<file path="src/rtl/crtc_regif_pkg.sv">
package crtc_regif_pkg;
  localparam int DATA_W  = 8;
  localparam int NUM_CFG = 16;   // host-writable configuration registers
  localparam int IDX_CUR_HI = 14;
  localparam int IDX_CUR_LO = 15;
  localparam int IDX_PEN_HI = 16;
  localparam int IDX_PEN_LO = 17;

  // kept-bit mask per configuration index
  function automatic logic [DATA_W-1:0] field_mask(input int idx);
    case (idx)
      0, 1, 2, 3, 13, 15: field_mask = 8'hFF;
      4, 6, 7, 10:        field_mask = 8'h7F;
      5, 9, 11:           field_mask = 8'h1F;
      12, 14:             field_mask = 8'h3F;
      8:                  field_mask = 8'h03;
      default:            field_mask = 8'h00;
    endcase
  endfunction
endpackage

</file>
<file path="src/rtl/crtc_bus_port.sv">
module crtc_bus_port
  import crtc_regif_pkg::*;
#(
  parameter int PTR_W = 5
) (
  input  logic              clk,
  input  logic              rst_n,
  input  logic              cs_n,
  input  logic              rs,
  input  logic              rw,
  input  logic              en,
  input  logic [DATA_W-1:0] din,
  output logic              cfg_wr,
  output logic [DATA_W-1:0] wr_data,
  output logic [PTR_W-1:0]  ptr_q,
  output logic              rd_sel
);
  logic              en_q, lat_cs_n, lat_rs, lat_rw;
  logic [DATA_W-1:0] lat_d;
  logic              strobe_fall, commit, ptr_load;

  assign strobe_fall = en_q & ~en;
  assign commit      = strobe_fall & ~lat_cs_n & ~lat_rw;
  assign ptr_load    = commit & ~lat_rs;
  assign cfg_wr      = commit & lat_rs;
  assign wr_data     = lat_d;
  assign rd_sel      = ~cs_n & rw & en;

  always_ff @(posedge clk) begin
    if (!rst_n) begin
      en_q     <= 1'b0;
      lat_cs_n <= 1'b1;
      lat_rs   <= 1'b0;
      lat_rw   <= 1'b1;
      lat_d    <= '0;
      ptr_q    <= '0;
    end else begin
      en_q <= en;
      if (en) begin
        lat_cs_n <= cs_n;
        lat_rs   <= rs;
        lat_rw   <= rw;
        lat_d    <= din;
      end
      if (ptr_load) ptr_q <= lat_d[PTR_W-1:0];
    end
  end


  ptr_hold_chk: assert property (@(posedge clk) disable iff (!rst_n)
    !ptr_load |=> $stable(ptr_q));

  fall_single_chk: assert property (@(posedge clk) disable iff (!rst_n)
    strobe_fall |=> !strobe_fall);

  deselect_no_write_chk: assert property (@(posedge clk) disable iff (!rst_n)
    lat_cs_n |-> !cfg_wr);
endmodule

</file>
<file path="src/rtl/crtc_cfg_bank.sv">
module crtc_cfg_bank
  import crtc_regif_pkg::*;
#(
  parameter int PTR_W = 5
) (
  input  logic                           clk,
  input  logic                           rst_n,
  input  logic                           wr_en,
  input  logic [PTR_W-1:0]               wr_idx,
  input  logic [DATA_W-1:0]              wr_data,
  output logic [NUM_CFG-1:0][DATA_W-1:0] cfg_q
);
  logic [NUM_CFG-1:0][DATA_W-1:0] mask_vec;

  for (genvar g = 0; g < NUM_CFG; g++) begin : g_mask
    assign mask_vec[g] = field_mask(g);
  end

  always_ff @(posedge clk) begin
    if (!rst_n) begin
      cfg_q <= '0;
    end else begin
      for (int i = 0; i < NUM_CFG; i++) begin
        if (wr_en && wr_idx == PTR_W'(i)) cfg_q[i] <= wr_data & mask_vec[i];
      end
    end
  end


  bank_hold_chk: assert property (@(posedge clk) disable iff (!rst_n)
    !wr_en |=> $stable(cfg_q));

  high_index_ignored_chk: assert property (@(posedge clk) disable iff (!rst_n)
    (wr_en && int'(wr_idx) >= NUM_CFG) |=> $stable(cfg_q));
endmodule

</file>
<file path="src/rtl/crtc_pen_latch.sv">
module crtc_pen_latch #(
  parameter int MA_W        = 14,
  parameter int SYNC_STAGES = 2
) (
  input  logic            clk,
  input  logic            rst_n,
  input  logic            strobe,
  input  logic [MA_W-1:0] scan_addr,
  output logic [MA_W-1:0] pen_q
);
  localparam int TOP = SYNC_STAGES - 1;

  logic [SYNC_STAGES-1:0] sync_q;
  logic                   prev_q;
  logic                   pen_rise;

  assign pen_rise = sync_q[TOP] & ~prev_q;

  always_ff @(posedge clk) begin
    if (!rst_n) begin
      sync_q <= '0;
      prev_q <= 1'b0;
      pen_q  <= '0;
    end else begin
      sync_q <= {sync_q[TOP-1:0], strobe};
      prev_q <= sync_q[TOP];
      if (pen_rise) pen_q <= scan_addr;
    end
  end


  rise_single_chk: assert property (@(posedge clk) disable iff (!rst_n)
    pen_rise |=> !pen_rise);

  pen_hold_chk: assert property (@(posedge clk) disable iff (!rst_n)
    !pen_rise |=> $stable(pen_q));

  pen_capture_chk: assert property (@(posedge clk) disable iff (!rst_n)
    pen_rise |=> pen_q == $past(scan_addr));
endmodule

</file>
<file path="src/rtl/crtc_host_regs.sv">
module crtc_host_regs
  import crtc_regif_pkg::*;
#(
  parameter int PTR_W       = 5,
  parameter int MA_W        = 14,
  parameter int SYNC_STAGES = 2
) (
  input  logic              clk,
  input  logic              rst_n,
  input  logic              bus_cs_n,
  input  logic              bus_rs,
  input  logic              bus_rw,
  input  logic              bus_en,
  input  logic [DATA_W-1:0] bus_din,
  output logic [DATA_W-1:0] bus_dout,
  output logic              bus_oe,
  input  logic              pen_strobe,
  input  logic [MA_W-1:0]   scan_addr,
  output logic [7:0]        h_total,
  output logic [7:0]        h_disp,
  output logic [7:0]        hs_pos,
  output logic [7:0]        hs_width,
  output logic [6:0]        v_total,
  output logic [4:0]        v_adjust,
  output logic [6:0]        v_disp,
  output logic [6:0]        vs_pos,
  output logic [1:0]        scan_mode,
  output logic [4:0]        row_max,
  output logic [6:0]        cur_start,
  output logic [4:0]        cur_end,
  output logic [MA_W-1:0]   start_addr,
  output logic [MA_W-1:0]   cursor_addr
);
  localparam int HI_W = MA_W - DATA_W;

  logic                           cfg_wr, rd_sel;
  logic [DATA_W-1:0]              wr_data, rd_word;
  logic [PTR_W-1:0]               ptr_q;
  logic [NUM_CFG-1:0][DATA_W-1:0] cfg;
  logic [MA_W-1:0]                pen_q;
  logic [15:0]                    pen_ext;

  crtc_bus_port #(.PTR_W(PTR_W)) u_port (
    .clk(clk), .rst_n(rst_n), .cs_n(bus_cs_n), .rs(bus_rs), .rw(bus_rw),
    .en(bus_en), .din(bus_din), .cfg_wr(cfg_wr), .wr_data(wr_data),
    .ptr_q(ptr_q), .rd_sel(rd_sel)
  );

  crtc_cfg_bank #(.PTR_W(PTR_W)) u_bank (
    .clk(clk), .rst_n(rst_n), .wr_en(cfg_wr), .wr_idx(ptr_q),
    .wr_data(wr_data), .cfg_q(cfg)
  );

  crtc_pen_latch #(.MA_W(MA_W), .SYNC_STAGES(SYNC_STAGES)) u_pen (
    .clk(clk), .rst_n(rst_n), .strobe(pen_strobe), .scan_addr(scan_addr),
    .pen_q(pen_q)
  );

  assign pen_ext = 16'(pen_q);

  always_comb begin
    rd_word = '0;
    if (bus_rs) begin
      case (ptr_q)
        PTR_W'(IDX_CUR_HI): rd_word = cfg[IDX_CUR_HI];
        PTR_W'(IDX_CUR_LO): rd_word = cfg[IDX_CUR_LO];
        PTR_W'(IDX_PEN_HI): rd_word = pen_ext[15:8];
        PTR_W'(IDX_PEN_LO): rd_word = pen_ext[7:0];
        default:            rd_word = '0;
      endcase
    end
  end

  assign bus_oe   = rd_sel;
  assign bus_dout = rd_sel ? rd_word : '0;

  assign h_total     = cfg[0];
  assign h_disp      = cfg[1];
  assign hs_pos      = cfg[2];
  assign hs_width    = cfg[3];
  assign v_total     = cfg[4][6:0];
  assign v_adjust    = cfg[5][4:0];
  assign v_disp      = cfg[6][6:0];
  assign vs_pos      = cfg[7][6:0];
  assign scan_mode   = cfg[8][1:0];
  assign row_max     = cfg[9][4:0];
  assign cur_start   = cfg[10][6:0];
  assign cur_end     = cfg[11][4:0];
  assign start_addr  = {cfg[12][HI_W-1:0], cfg[13]};
  assign cursor_addr = {cfg[14][HI_W-1:0], cfg[15]};

  logic unused_bits;
  assign unused_bits = ^{cfg[4][7], cfg[5][7:5], cfg[6][7], cfg[7][7],
                         cfg[8][7:2], cfg[9][7:5], cfg[10][7], cfg[11][7:5],
                         cfg[12][7:HI_W]};


  wo_read_zero_chk: assert property (@(posedge clk) disable iff (!rst_n)
    (bus_oe && (!bus_rs || ptr_q < PTR_W'(IDX_CUR_HI))) |-> bus_dout == '0);

  cursor_hi_pad_chk: assert property (@(posedge clk) disable iff (!rst_n)
    (bus_oe && bus_rs && ptr_q == PTR_W'(IDX_CUR_HI)) |-> bus_dout[7:6] == 2'b00);

  pen_hi_pad_chk: assert property (@(posedge clk) disable iff (!rst_n)
    (bus_oe && bus_rs && ptr_q == PTR_W'(IDX_PEN_HI)) |-> bus_dout[7:6] == 2'b00);
endmodule

</file>
<file path="config.mk">
export PLATFORM = sky130hd
export DESIGN_NAME = crtc_host_regs
export DESIGN_NICKNAME = d
export VERILOG_FILES = /design/src/rtl/crtc_regif_pkg.sv /design/src/rtl/crtc_bus_port.sv /design/src/rtl/crtc_cfg_bank.sv /design/src/rtl/crtc_pen_latch.sv /design/src/rtl/crtc_host_regs.sv
export SDC_FILE = /design/constraint.sdc
export NUM_CORES = 1
export LEC_CHECK = 0
export CORE_MARGIN = 2
export CORE_UTILIZATION = 53
export DETAILED_ROUTE_END_ITERATION = 12
export GPL_TIMING_DRIVEN = 0
export PLACE_DENSITY_LB_ADDON = 0.05
export SLEW_MARGIN = 20
export SYNTH_ARGS = -nofsm -noshare
export SYNTH_HDL_FRONTEND = slang
export SYNTH_HIERARCHICAL = 1
export SYNTH_SLANG_ARGS = --single-unit
</file>
<file path="constraint.sdc">
create_clock -name clk -period 2.7 [get_ports clk]
set_input_delay 0.54 -clock clk [delete_from_list [all_inputs] [get_ports clk]]
set_output_delay 0.54 -clock clk [all_outputs]
set_load 0.005 [all_outputs]
</file>
# Yosys cells after proc, flatten, opt, wreduce, memory -nomap -nowiden
# Cells that the tools add are included.
# totals
reg_bits,139
inputBits,29
# op_classes
n_reduce_logical,17
bitwise_logic,14
muxes,3
n_eq_ne,17
# ops
cell,count
5-bit by 4-bit equality test with 1-bit output (second input constant),8
8-bit case mux with 4 select lines,1
5-bit by 3-bit equality test with 1-bit output (second input constant),4
1-bit logical AND,16
8-bit 2-to-1 mux,2
5-bit by 2-bit equality test with 1-bit output (second input constant),2
5-bit equality test (second input constant),2
1-bit bitwise AND,8
1-bit inverter,6
5-bit by 1-bit equality test with 1-bit output (second input constant),1
5-bit zero test,1

# Longest topological paths before layout
# logic_depth
depth_word,6
depth_mapped,7
depth_no_buf,5

# Hierarchy
# The synthesis kept the hierarchy.
# by_module_without_submodules
module,cells_per_inst,seq_area_each_um2,instances,area_per_inst_um2
crtc_cfg_bank,395,2102.0,1,4045.1
crtc_bus_port,65,340.3,1,696.9
crtc_pen_latch,68,340.3,1,665.6
crtc_host_regs,39,0.0,1,317.8

# Worst setup path before layout
# Ideal clock, no wire load.
# synth_timing
path_kind,in2out
startpoint,input bus_en
endpoint,output bus_dout[0]
setup_slack_ns,0.722
n_path_buf,2
path_stages,7
arrival_time_ns,1.438
path_cell_list,buf_6 -> buf_4 -> nand2_1 -> nor2_1 -> nand2_1 -> a21oi_4 -> and2_1
# synth_between
elab_chain_cells,2
# synth_lines
item,line,rtl
from (decl),crtc_host_regs.sv:13,"input logic bus_en,"
1-bit bitwise AND,crtc_bus_port.sv:27,assign rd_sel = ~cs_n & rw & en;
named net bus_oe,crtc_host_regs.sv:16,"output logic bus_oe,"
8-bit 2-to-1 mux,crtc_host_regs.sv:75,assign bus_dout = rd_sel ? rd_word : '0;
to (decl),crtc_host_regs.sv:15,"output logic [DATA_W-1:0] bus_dout,"
# The timed path passes the listed nets, and every way through them passes these cells.

# Worst setup path in the final report
# layout_timing
startpoint,register u_port.ptr_q[2]
endpoint,output bus_dout[4]
# layout_between
elab_chain_cells,4
word_cells_on_any_way,7
classes_between,eq/ne: 4; mux: 3
# layout_lines
item,line,rtl
from (decl),crtc_bus_port.sv:15,"output logic [PTR_W-1:0] ptr_q,"
from (signal assigned),crtc_bus_port.sv:45,if (ptr_load) ptr_q <= lat_d[PTR_W-1:0];
5-bit equality test / 5-bit by 4-bit equality test with 1-bit output (equally long branches),crtc_host_regs.sv:64,case (ptr_q)
8-bit case mux with 4 select lines (*),crtc_host_regs.sv:64,
8-bit 2-to-1 mux (*),crtc_host_regs.sv:63,if (bus_rs) begin
8-bit 2-to-1 mux (*),crtc_host_regs.sv:75,
# Every way passes the cells marked *; elsewhere a longest branch is shown, timed or not.

==> reports/qor.yml <==
run_status:
  outcome: "completed"
critical_path:
  crit_type: "reg2out"
  r2r-end: "u_bank/cfg_q[107]"
  start_kind: "register"
  slowest_stage: "or4b_4"
  crit_family: "simple AND/OR/NAND/NOR gates"
  critPathRequiredTime_ps: 2160
  reg2reg_depth: 5
  endpoint_kind: "output pin"
  max_stage_delay_ps: 600
  crit_fanout: 8
  path_cells: "or4b_4 > a21oi_4 > buf_6 > and2_4 > buf_2"
  worstSetupStartpoint: "u_port/ptr_q[2]"
  reg2reg_slack_ps: 900
  arrival_ps: 2100
  r2r_start: "u_port/lat_rs"
  cp_num_buf_inv: 2
  critPathCapture: "bus_dout[4]"
  cp.depth: 5
final_layout:
  layout-drive-gt1-share_pct: 12.55
  nNetsFinal: 742
  fillers: 740
  diodes: 0
  stdcell_area_um2: 7819
  area_growth_pct: 40.43
  finalNonFillerCells: 861
power_and_ir_drop:
  p_per_area_nw_per_um2: 581.3
  p_leak_nw: 3.197
  total_power_mw: 4.545
  peakVddDrop_v: 0.0004720
sta:
  finalClockSkew_ps: 9.709
  slew_viol_final: 0
  slew_headroom_pct: 52.50
  finalCriticalPeriod_ps: 2638
  tightest_slew_ps: 712.5
  fmax_mhz: 379.0
  finalHoldViolCount: 0
  finalSetupViolCount: 0
  rsz0062_at_grt: "no"
  min_period_over_period_pct: 97.72
min_path:
  hold_path.class: "in2reg"
placed_design:
  hpwl_um: 10100
  place_area_um2: 7153
  portBuffers: 141
  gp_congestion: 0.8415
  post-place-cells: 824
drt:
  drt-initial-drc-count: 176
  drt-total-wl_um: 14900
  vias: 4497
  drc_errors: 0
  firstDrtPassIters: 4
  ant_nets: 0
  vias_per_cell: 5.223
  routedWlPerCell_um: 17.31
die:
  die_area_um2: 11340
  die_x_um: 106.5
  start_util_pct: 54.18
  core_area_um2: 10280
  rows: 37
  io_pins: 143
  die_y_um: 106.5
synth:
  syn-cell-area_um2: 5568
  netlist_instances: 546
  syn_avg_cell_area_um2: 10.20
  ys_warn_count: 6
cts:
  clkLatencyLatePin_ps: 510
  cts-root-buf: "clkbuf_8"
  cts_buffer_depth: 2
  cts_tree: "built"
  htreeDepth: 4
  numCtsBuffers: 17
  clock_sinks: 139
  path_clk_slew_ps: 60
grt:
  antenna_found_initial: 0
  grt_pass1_wl_um: 23470
  grt_max_degree: 17
  grt_pass1_vias: 4516
  track_usage_pct: 26.96
  overflow: 0
flow_run:
  cap_violations: 0
## stage by stage
step                      setup WS (ps)  utilization (%)  hold WS (ps)  TNS [ps]
after floorplan                   721.8                -         411.9         0
after global placement           -51.82            69.60         421.4    -277.2
after detailed placement         -76.52            69.60         427.1    -482.4
after CTS                        -39.43            75.92         327.3    -39.43
after global routing              10.66            76.08         338.6         0
final                             61.56            76.08         344.6         0
## repair_timing
| action | in CTS | in global routing |
|---|---|---|
| gates resized for setup | 28 | 15 |
| endpoints found under the setup margin | 8 | 7 |
| pin swaps | 8 | 7 |
| cloned | 1 | 0 |
| setup buffers | 5 | 2 |
| hold buffers | 0 | 0 |
## routing by layer
metal	GRT usage (%)	vias to the layer above	part of all wire, %
met5	0	-	0
met4	8.071	0	1.7
met3	7.296	18	6.2
met2	44.55	146	48
met1	34.59	2180	44
li1	-	2153	-
## registers in the layout (all words and copies together) (netlist names)
register         cells
u_port/lat_rw        1
u_port/en_q          1
u_pen/prev_q         1
u_bank/cfg_q       105
u_pen/pen_q         14
u_port/lat_cs_n      1
u_port/ptr_q         5
u_pen/sync_q         2
u_port/wr_data       8
u_port/lat_rs        1
## worst min-delay path by stage
stage,depth (start not counted),slack (ps),endpoint,startpoint
after CTS,3,330,u_port/wr_data[0],bus_en
after detailed placement,1,430,u_pen/sync_q[1],u_pen/sync_q[0]
after floorplan,1,410,u_pen/sync_q[1],u_pen/sync_q[0]
after global routing,3,340,u_port/wr_data[0],bus_en
final,3,340,u_port/wr_data[0],bus_en
after global placement,1,420,u_pen/sync_q[1],u_pen/sync_q[0]
## final cells by class
type | count | area [um^2] | share of cell area, %
sequential | 139 | 2799 | 35.80
tap | 136 | 170.2 | 2.176
clock inverter | 14 | 171.4 | 2.192
timing repair buffer | 148 | 1443 | 18.45
buffer | 37 | 220.2 | 2.816
clock buffer | 17 | 414.1 | 5.297
multi-input combinational | 370 | 2601 | 33.27
## where the power goes
part / switching [mW] / internal [mW]
Sequential: 0.0154 / 2.07
Clock: 0.874 / 1.41
Combinational: 0.101 / 0.0805
## worst min-delay path: cells and delay by family
kind          cells  cell delay (ps)
buf+inv           1              110
mux               1               70
simple gates      1               90
## layout by cell type, fill, tap and decap left out, types with 5 or more instances in the layout
master             n
nand2_2            6
buf_2              8
clkbuf_16         16
clkbuf_1          13
buf_6              5
buf_1              5
and2_1             7
buf_4             13
nor2b_1           14
nand2_1          160
dfxtp_1          134
clkdlybuf4s50_1  133
o22ai_1            7
mux2i_1          146
(Power assumes the default switching activity.)
